--- src/rtl/pw_pkg.sv ---
package pw_pkg;
  typedef enum logic [1:0] {
    ST_IDLE = 2'd0,
    ST_DIR  = 2'd1,
    ST_TBL  = 2'd2
  } walk_st_t;

  localparam int PRESENT_BIT = 0;
endpackage

--- src/rtl/pw_rr_ptr.sv ---
module pw_rr_ptr #(
  parameter int DEPTH = 32,
  localparam int IDX_W = (DEPTH > 1) ? $clog2(DEPTH) : 1
) (
  input  logic             clk,
  input  logic             rst,
  input  logic             clr,
  input  logic             adv,
  output logic [IDX_W-1:0] ptr
);
  localparam logic [IDX_W-1:0] LAST = IDX_W'(DEPTH - 1);

  always_ff @(posedge clk) begin
    if (rst || clr) begin
      ptr <= '0;
    end else if (adv) begin
      ptr <= (ptr == LAST) ? '0 : ptr + 1'b1;
    end
  end
endmodule

--- src/rtl/pw_tlb.sv ---
module pw_tlb #(
  parameter int DEPTH = 32,
  parameter int VPN_W = 20,
  parameter int PFN_W = 20,
  localparam int IDX_W = (DEPTH > 1) ? $clog2(DEPTH) : 1
) (
  input  logic             clk,
  input  logic             rst,
  input  logic             flush,
  input  logic [VPN_W-1:0] lk_vpn,
  output logic             lk_hit,
  output logic [PFN_W-1:0] lk_pfn,
  input  logic             fill_en,
  input  logic [VPN_W-1:0] fill_vpn,
  input  logic [PFN_W-1:0] fill_pfn
);
  logic [VPN_W-1:0] tag_mem [DEPTH];
  logic [PFN_W-1:0] frm_mem [DEPTH];
  logic [DEPTH-1:0] vld;
  logic [DEPTH-1:0] match;
  logic [IDX_W-1:0] victim;
  logic             do_fill;

  assign do_fill = fill_en && !flush;

  pw_rr_ptr #(.DEPTH(DEPTH)) u_rr (
    .clk (clk),
    .rst (rst),
    .clr (flush),
    .adv (do_fill),
    .ptr (victim)
  );

  // Storage arrays carry no reset so they map onto plain memory cells.
  always_ff @(posedge clk) begin
    if (do_fill) begin
      tag_mem[victim] <= fill_vpn;
      frm_mem[victim] <= fill_pfn;
    end
  end

  always_ff @(posedge clk) begin
    if (rst || flush) begin
      vld <= '0;
    end else if (do_fill) begin
      vld[victim] <= 1'b1;
    end
  end

  for (genvar i = 0; i < DEPTH; i++) begin : g_cmp
    assign match[i] = vld[i] && (tag_mem[i] == lk_vpn);
  end

  // A flush in the lookup cycle masks any hit.
  assign lk_hit = (|match) && !flush;

  always_comb begin
    lk_pfn = '0;
    for (int i = 0; i < DEPTH; i++) begin
      lk_pfn = lk_pfn | (frm_mem[i] & {PFN_W{match[i]}});
    end
  end
endmodule

--- src/rtl/pw_addr_fmt.sv ---
module pw_addr_fmt #(
  parameter int ADDR_W = 32,
  parameter int DIR_W  = 10,
  parameter int TBL_W  = 10,
  parameter int OFF_W  = 12,
  localparam int FRM_W = ADDR_W - OFF_W
) (
  input  logic [FRM_W-1:0]  base_frame,
  input  logic [DIR_W-1:0]  new_dir_idx,
  input  logic [FRM_W-1:0]  ent_frame,
  input  logic [TBL_W-1:0]  held_tbl_idx,
  input  logic [OFF_W-1:0]  held_off,
  output logic [ADDR_W-1:0] dir_ent_addr,
  output logic [ADDR_W-1:0] tbl_ent_addr,
  output logic [ADDR_W-1:0] phys_addr
);
  localparam int DPAD = OFF_W - DIR_W;
  localparam int TPAD = OFF_W - TBL_W;

  // Pure concatenation: the base is 4 KB aligned, the entries are 4 bytes.
  assign dir_ent_addr = {base_frame, new_dir_idx, {DPAD{1'b0}}};
  assign tbl_ent_addr = {ent_frame, held_tbl_idx, {TPAD{1'b0}}};
  assign phys_addr    = {ent_frame, held_off};
endmodule

--- src/rtl/pw_walker.sv ---
module pw_walker
  import pw_pkg::*;
#(
  parameter int ADDR_W    = 32,
  parameter int DIR_W     = 10,
  parameter int TBL_W     = 10,
  parameter int OFF_W     = 12,
  parameter int TLB_DEPTH = 32
) (
  input  logic              clk,
  input  logic              rst,
  input  logic              paging_en,
  input  logic [ADDR_W-1:0] dir_base,
  input  logic              tlb_flush,
  input  logic              req_valid,
  input  logic [ADDR_W-1:0] req_lin,
  output logic              req_ready,
  output logic              rsp_valid,
  output logic [ADDR_W-1:0] rsp_phys,
  output logic              rsp_fault,
  output logic              mem_req_valid,
  output logic [ADDR_W-1:0] mem_req_addr,
  input  logic              mem_rsp_valid,
  input  logic [ADDR_W-1:0] mem_rsp_data
);
  localparam int FRM_W = ADDR_W - OFF_W;
  localparam int VPN_W = DIR_W + TBL_W;

  walk_st_t          st;
  logic [ADDR_W-1:0] lin_q;
  logic              accept;
  logic              hit;
  logic [FRM_W-1:0]  hit_pfn;
  logic              present;
  logic              fill_en;
  logic [ADDR_W-1:0] dir_ent_addr;
  logic [ADDR_W-1:0] tbl_ent_addr;
  logic [ADDR_W-1:0] walk_phys;
  logic              unused_bits;

  assign unused_bits = ^{dir_base[OFF_W-1:0], mem_rsp_data[OFF_W-1:1]};

  assign req_ready = (st == ST_IDLE);
  assign accept    = req_valid && req_ready;
  assign present   = mem_rsp_data[PRESENT_BIT];
  assign fill_en   = (st == ST_TBL) && mem_rsp_valid && present;

  pw_tlb #(
    .DEPTH (TLB_DEPTH),
    .VPN_W (VPN_W),
    .PFN_W (FRM_W)
  ) u_tlb (
    .clk      (clk),
    .rst      (rst),
    .flush    (tlb_flush),
    .lk_vpn   (req_lin[ADDR_W-1:OFF_W]),
    .lk_hit   (hit),
    .lk_pfn   (hit_pfn),
    .fill_en  (fill_en),
    .fill_vpn (lin_q[ADDR_W-1:OFF_W]),
    .fill_pfn (mem_rsp_data[ADDR_W-1:OFF_W])
  );

  pw_addr_fmt #(
    .ADDR_W (ADDR_W),
    .DIR_W  (DIR_W),
    .TBL_W  (TBL_W),
    .OFF_W  (OFF_W)
  ) u_fmt (
    .base_frame   (dir_base[ADDR_W-1:OFF_W]),
    .new_dir_idx  (req_lin[ADDR_W-1 -: DIR_W]),
    .ent_frame    (mem_rsp_data[ADDR_W-1:OFF_W]),
    .held_tbl_idx (lin_q[OFF_W+TBL_W-1 -: TBL_W]),
    .held_off     (lin_q[OFF_W-1:0]),
    .dir_ent_addr (dir_ent_addr),
    .tbl_ent_addr (tbl_ent_addr),
    .phys_addr    (walk_phys)
  );

  always_ff @(posedge clk) begin
    if (rst) begin
      st            <= ST_IDLE;
      lin_q         <= '0;
      rsp_valid     <= 1'b0;
      rsp_phys      <= '0;
      rsp_fault     <= 1'b0;
      mem_req_valid <= 1'b0;
      mem_req_addr  <= '0;
    end else begin
      rsp_valid     <= 1'b0;
      mem_req_valid <= 1'b0;
      case (st)
        ST_IDLE: begin
          if (accept) begin
            lin_q <= req_lin;
            if (!paging_en) begin
              rsp_valid <= 1'b1;
              rsp_phys  <= req_lin;
              rsp_fault <= 1'b0;
            end else if (hit) begin
              rsp_valid <= 1'b1;
              rsp_phys  <= {hit_pfn, req_lin[OFF_W-1:0]};
              rsp_fault <= 1'b0;
            end else begin
              mem_req_valid <= 1'b1;
              mem_req_addr  <= dir_ent_addr;
              st            <= ST_DIR;
            end
          end
        end
        ST_DIR: begin
          if (mem_rsp_valid) begin
            if (present) begin
              mem_req_valid <= 1'b1;
              mem_req_addr  <= tbl_ent_addr;
              st            <= ST_TBL;
            end else begin
              rsp_valid <= 1'b1;
              rsp_phys  <= '0;
              rsp_fault <= 1'b1;
              st        <= ST_IDLE;
            end
          end
        end
        ST_TBL: begin
          if (mem_rsp_valid) begin
            rsp_valid <= 1'b1;
            rsp_phys  <= present ? walk_phys : '0;
            rsp_fault <= !present;
            st        <= ST_IDLE;
          end
        end
        default: st <= ST_IDLE;
      endcase
    end
  end
endmodule

--- config.mk ---
export PLATFORM = sky130hd
export DESIGN_NAME = pw_walker
export DESIGN_NICKNAME = d
export VERILOG_FILES = /design/src/rtl/pw_pkg.sv /design/src/rtl/pw_rr_ptr.sv /design/src/rtl/pw_tlb.sv /design/src/rtl/pw_addr_fmt.sv /design/src/rtl/pw_walker.sv
export SDC_FILE = /design/constraint.sdc
export NUM_CORES = 2
export LEC_CHECK = 0
export ABC_AREA = 1
export ABC_CLOCK_PERIOD_IN_PS = 6100
export BUFFER_PORTS_ARGS = -buffer_cell sky130_fd_sc_hd__buf_4
export CORE_MARGIN = 4
export CORE_UTILIZATION = 45
export DETAILED_ROUTE_END_ITERATION = 12
export HOLD_SLACK_MARGIN = 0.12
export PLACE_DENSITY = 0.68
export SLEW_MARGIN = 30
export SYNTH_ARGS = -nofsm -noshare
export SYNTH_HDL_FRONTEND = slang
export SYNTH_SLANG_ARGS = --single-unit
--- constraint.sdc ---
create_clock -name clk -period 6.1 [get_ports clk]
set_input_delay 0.305 -clock clk [delete_from_list [all_inputs] [get_ports clk]]
set_output_delay 0.305 -clock clk [all_outputs]
set_load 0.03 [all_outputs]
# Yosys cells after proc, flatten, opt, wreduce, memory -nomap -nowiden
# Memory sizes are Yosys's and may differ from the RTL's.
# Cells that the tools add are included.
# word_totals
ff_bits,138
input_bits,102
output_inout_bits,68
mem_count,2
mem_bits_rw,1280
# mem_list
memory,depth,width,rd,rd_ports_with_merged_regs,write_ports,line_no,rtl
u_tlb.frm_mem,32,20,32,0,1,pw_tlb.sv:18,logic [PFN_W-1:0] frm_mem [DEPTH];
u_tlb.tag_mem,32,20,32,0,1,pw_tlb.sv:17,logic [VPN_W-1:0] tag_mem [DEPTH];
# classes
n_mux,46
order_cmp,2
addsub,1
bitwise_logic,64
n_eq_ne,43
reduce_logical,49
# ops
op,count
20-bit bitwise AND,32
20-bit equality test,32
20-bit OR,31
32-bit 2-to-1 mux,12
32-bit case mux with 3 select lines,1
32-bit case mux with 2 select lines,1
1-bit logical AND,38
32-bit OR,1
32-bit OR reduction,1
1-bit 2-to-1 mux,20
2-bit 2-to-1 mux,6
2-bit != test (second input constant),6
6-bit AND reduction,2
5-bit by 6-bit less-than comparator with 1-bit output (second input constant),1
1-bit case mux with 3 select lines,2
2-bit case mux with 3 select lines,1
5-bit by 1-bit adder with 5-bit output (second input constant),1
1-bit demux with 5-bit select,1
5-bit equality test (second input constant),1
5-bit by 1-bit greater-or-equal comparator with 1-bit output (second input constant),1
5-bit 2-to-1 mux,1
5-bit AND reduction,1
3-bit by 2-bit != test with 1-bit output (second input constant),1
3-bit nonzero test,1
other kinds (9),10

# Logic depth before layout (Yosys ltp)
# An unclocked memory read counts as a cell.
# depth
depth_word,39
mapped_depth,23
mapped_depth_nobuf,19

# Modules after synthesis
# From an unflattened synthesis, not the netlist that was laid out.
# unflattened
hier_cells,6035
area_unflattened_um2,62821.5
# by_module_without_submodules
mod,area_per_inst_um2,instances,seq_area_each_um2,cells_per_inst
pw_tlb,56718.1,1,39077.5,5118
pw_walker,5139.9,1,2021.9,789
pw_addr_fmt,724.4,1,0.0,97
pw_rr_ptr,239.0,1,100.1,31

# Worst setup path before layout
# OpenSTA, ideal clock, no wires.
# synth_path
path_kind,register to register
from,register st[0]
to,"memory u_tlb.frm_mem[15][0], enable pin"
path_slack_ps,1589
t_required_ps,5610
n_path_buf,0
arrival_time_ps,4021
setup_time_ps,490
path_stages_with_launch,11
path_cell_list,dfxtp_1 > inv_1 > ha_1 > nand2_1 > nor2_1 > nand2_1 > nor2_1 > inv_1 > nor2_1 > inv_1 > nor3_1
# synth_via
elab_chain_cells,6
# synth_lines
element,line_no,rtl
start: declaration,pw_walker.sv:29,walk_st_t st;
start signal: assignment,pw_walker.sv:82,st <= ST_IDLE;
start signal: assignment,pw_walker.sv:107,st <= ST_DIR;
start signal: assignment,pw_walker.sv:116,st <= ST_TBL;
2-bit equality test,pw_walker.sv:46,assign fill_en = (st == ST_TBL) && mem_rsp_valid && present;
1-bit logical AND (2 in a row),pw_walker.sv:46,
1-bit logical AND,pw_tlb.sv:24,assign do_fill = fill_en && !flush;
1-bit 2-to-1 mux,pw_tlb.sv:36,if (do_fill) begin
1-bit 2-to-1 mux (implied by the code),pw_tlb.sv:38,frm_mem[victim] <= fill_pfn;
end: declaration,pw_tlb.sv:18,
# Every way passes these cells.

# Worst setup path after layout
# layout_path
from,input req_lin[18]
to,register st[0]
# layout_via
elab_chain_cells,6
word_cells_on_any_way,68
cone_classes,eq/ne (33); reduce/logical (35)
# layout_lines
element,line_no,rtl
start: declaration,pw_walker.sv:16,"input logic [ADDR_W-1:0] req_lin,"
20-bit equality test,pw_tlb.sv:51,assign match[i] = vld[i] && (tag_mem[i] == lk_vpn);
1-bit logical AND,pw_tlb.sv:51,
32-bit OR reduction *,pw_tlb.sv:55,assign lk_hit = (|match) && !flush;
1-bit logical AND *,pw_tlb.sv:55,
2-bit != test (no source line) *,--,
5-bit AND reduction (no source line) *,--,
# Every way passes the cells marked *; elsewhere a longest branch is shown, timed or not.
# A chain may end at the register's enable or synchronous reset.

==> impl.org <==
** Setup path
- Max FO, Critical Path :: 27
- At the worst endpoint, the required time is 6.81 ns.
- Worst path max stage delay :: 0.71 ns
- The setup path with the least slack is of type in -> reg.
- Data arrives at the worst endpoint at 4.71 ns.
- The critical path goes through buf_4 -> inv_2 -> buf_4 -> o21ai_0 -> nor2_1 -> nand2_1 -> nor2_4 -> nand3_1 -> nand2_1 -> nor2_1 -> nand2_1 -> nor2_1 -> nand2_1 -> nand3_1 -> nand3b_1 -> nand2_1 -> a21oi_1 -> dlygate4sd3_1.
- Among all stages on the critical path, the largest delay is contributed by sky130_fd_sc_hd__inv_2.
- The worst setup path is launched from an input port.
- The worst setup path is captured at a flip-flop.
- Most prevalent standard cell on the critical path :: sky130_fd_sc_hd__nand2_1

** Power
- Worst VDD drop :: 0.246 mV
- P per Cell Area :: 311 nW/µm²
- For this design the static power due to leakage is 28.2 nW.
- Power, Total :: 22.0 mW

** Layout
- Fill cell total of the finished layout :: 11600
- The multi-input combinational cells in the finished layout cover a total of 17600 µm².
- At the end of the flow, the number of nets in the layout was 6432.
- In the final layout, the share of cells above drive strength 1 is 10.1%.
- From synthesis to final layout, the design area changed by 14.4%.
- Registers take 41200 µm².
- The library cell used most frequently in the layout, excluding fill and tap cells, is sky130_fd_sc_hd__nand2_1.
- In the layout the commonest cells are 1788 x sky130_fd_sc_hd__nand2_1, 1280 x sky130_fd_sc_hd__edfxtp_1, 733 x sky130_fd_sc_hd__nor2_1.

** Synthesis
- Of the synthesized area, sequential elements account for 66.5%.
- Avg Inst Size Synth :: 10.2 µm²
- Netlist Area Pre-Place :: 61900 µm²
- Main flop type after synthesis :: sky130_fd_sc_hd__edfxtp_1
- Counting flops with an async set or reset pin after synthesis yields a share of 0%.
- Synthesis inferred 1416 register bits.
- The synthesized design contains 1280 enable-type register cells.
- Counting every instance in the synthesized netlist gives 6088.
- Synthesis instantiated 39 different standard cells from the library.
- Yosys warnings :: 0

** Die
- 170 I/O pins were placed.
- In this run the standard cell core region covers 136000 µm².
- Die height :: 379 µm
- Width of the chip :: 379 µm
- Die footprint :: 143000 µm²
- The initial utilization of the core area, before any placement, comes to 45.5%.
- In this run the core area contains 135 standard-cell rows.

** STA
- Post-Route Skew :: 0.0375 ns
- Measured against its own limit, the worst slew margin works out to 21.6%.
- Number of failing setup endpoints in the final timing report :: 0
- The clock period could shrink to 4.01 ns.
- At the pin with the least slew margin, the transition time is 1.17 ns.
- Setup repair after global routing left no endpoint under its margin.
- Dividing the final minimum period by the clock period gives 65.7%.
- Summed over all failing endpoints, the final setup total negative slack is 0 ns.
- Total count of hold-check failures in the final report :: 0
- Pins over their slew limit :: 0
- Derived from the worst setup path, the maximum achievable clock frequency is 250 MHz.

** Routing
- Initial DRT Pass Iterations :: 8
- The detailed router finished its first iteration with 7648 violations.
- In the final routed layout, each cell accounts on average for 27.5 µm.
- DRC :: 0
- Routed Wire Length :: 226 mm
- Detailed-route via count :: 49000
- The detail route stage leaves a number of antenna-violating nets equal to 0.
- Via density per instance :: 5.95

** Clock tree
- CTS clk-pin slew, worst paths :: 0.06 ns
- The clock reaches the later pin of the worst-skew pair after 0.79 ns.
- Number of gates resized after cts :: 0
- Number of sinks driven by the clock tree :: 1416
- Clock tree buffer depth :: 3
- TritonCTS built the clock tree.
- The root buffer cell chosen for the clock tree is sky130_fd_sc_hd__clkbuf_16.
- Count of H-tree levels built during CTS :: 4
- The number of clock buffers added by TritonCTS is 144.

** GRT
- Wire length of the first global-routing pass :: 316 mm
- The number of global-route vias before repair was 44800.
- Antenna violations before repair :: 8
- Tot GR Track Use :: 30.8%
- Overflow after GRT :: 0
- Maximum number of pins on one net before global-route repair :: 53

** Run
- Max cap viols :: 0

** Outcome
- Run status :: finished, final reports clean

** Place
- After legalization and detailed placement, the total HPWL measured 134 mm.
- Input and output buffers added on the ports amount to 144.
- Routability congestion estimate :: 0.950

** Worst hold path
- Kind of path behind the tightest hold check :: in -> reg
==> timing repair <==
item	in CTS	in global routing
endpoints found under the hold margin	699	0
hold buffers	62	0
setup endpoints to repair	0	0
buffers inserted	0	0
==> cells in the mapped netlist (10+ instances only) <==
cell type / count / area, µm²
sky130_fd_sc_hd__nand2_1: 1788 / 6710
sky130_fd_sc_hd__edfxtp_1: 1280 / 38400
sky130_fd_sc_hd__nor2_1: 770 / 2890
sky130_fd_sc_hd__nand4_1: 549 / 3430
sky130_fd_sc_hd__inv_1: 492 / 1850
sky130_fd_sc_hd__o21ai_0: 269 / 1350
sky130_fd_sc_hd__clkbuf_1: 168 / 631
sky130_fd_sc_hd__dfxtp_1: 136 / 2720
sky130_fd_sc_hd__nand3_1: 109 / 546
sky130_fd_sc_hd__o21ai_1: 100 / 500
sky130_fd_sc_hd__buf_2: 96 / 480
sky130_fd_sc_hd__a21oi_1: 81 / 405
sky130_fd_sc_hd__xnor2_1: 61 / 534
sky130_fd_sc_hd__xor2_1: 28 / 245
sky130_fd_sc_hd__buf_4: 27 / 203
sky130_fd_sc_hd__nor2_2: 25 / 156
sky130_fd_sc_hd__o211ai_1: 22 / 165
sky130_fd_sc_hd__inv_2: 20 / 75.1
sky130_fd_sc_hd__buf_6: 10 / 113
==> kinds of logic (layout without fill, tap and decap cells) <==
group	count (synthesis)	after routing	synth area share, %
xor gates and xnor gates	89	89	1.26
adders and majority gates	9	9	0.182
buffers and inverters	827	1178	5.51
AOI/OAI and AO/OA	477	477	3.97
other	1	4	0.00606
DFF	1416	1416	66.5
and+or+nand+nor	3269	3269	22.5
==> flip-flops by register name, summed over array words and instances (netlist names) <==
register	count
lin_q	32
rsp_fault	1
rsp_phys	32
st	2
u_tlb.vld	32
u_tlb.tag_mem	640
mem_req_valid	1
u_tlb.u_rr.ptr	5
mem_req_addr	30
u_tlb.frm_mem	640
rsp_valid	1
==> layer usage <==
metal  part of all wire [%]  global-route usage (%)  vias up
met5                  0.081                    1.06        -
met3                     14                    8.22      832
li1                       -                       -    21200
met4                    6.8                    17.5        8
met2                     45                    47.8     3814
met1                     35                    39.1    23200
==> final timing paths <==
kind | to | from | cells after the start | slack [ns]
worst max-delay path | st[0] | req_lin[18] | 18 | 2.09
worst min-delay path | lin_q[28] | req_lin[28] | 3 | 0.19
worst max register to register | st[0] | u_tlb.tag_mem[19][1] | 16 | 2.46
worst min register to register | lin_q[5] | lin_q[5] | 2 | 0.45
==> power by group <==
part	total, mW	switching (mW)	internal (mW)	leakage [nW]
clock network	8.80	3.81	4.99	2.27
registers	11.1	0.200	10.9	12.7
logic	2.13	1.60	0.525	13.2
==> per-stage QoR <==
stage	std cells	area (µm²)	hold WS [ns]	util, %	worst slack (ns)
after floorplan	6089	61900	0.374	-	1.59
after global placement	7892	65400	0.433	48.1	1.53
after detailed placement	7894	65500	0.443	48.2	1.49
after CTS	8221	70700	0.143	52.0	2.10
after global routing	8221	70700	0.176	52.0	1.96
final	8223	70800	0.186	52.0	2.09
==> critical path: cells and delay by family <==
kind / cells / cell delay, ns
simple gates: 12 / 2.30
compound gates: 2 / 0.21
buf+inv: 4 / 1.88
==> layout make-up <==
cell class / count / share of cell area (%)
sequential: 1416 / 58.2
multi-input combinational: 3846 / 24.8
clock buffer: 196 / 5.64
timing repair buffer: 396 / 4.51
tap: 1781 / 3.15
inverter: 517 / 2.76
clock inverter: 69 / 0.893
antenna: 2 / 0.00707
(Power assumes the default switching activity.)
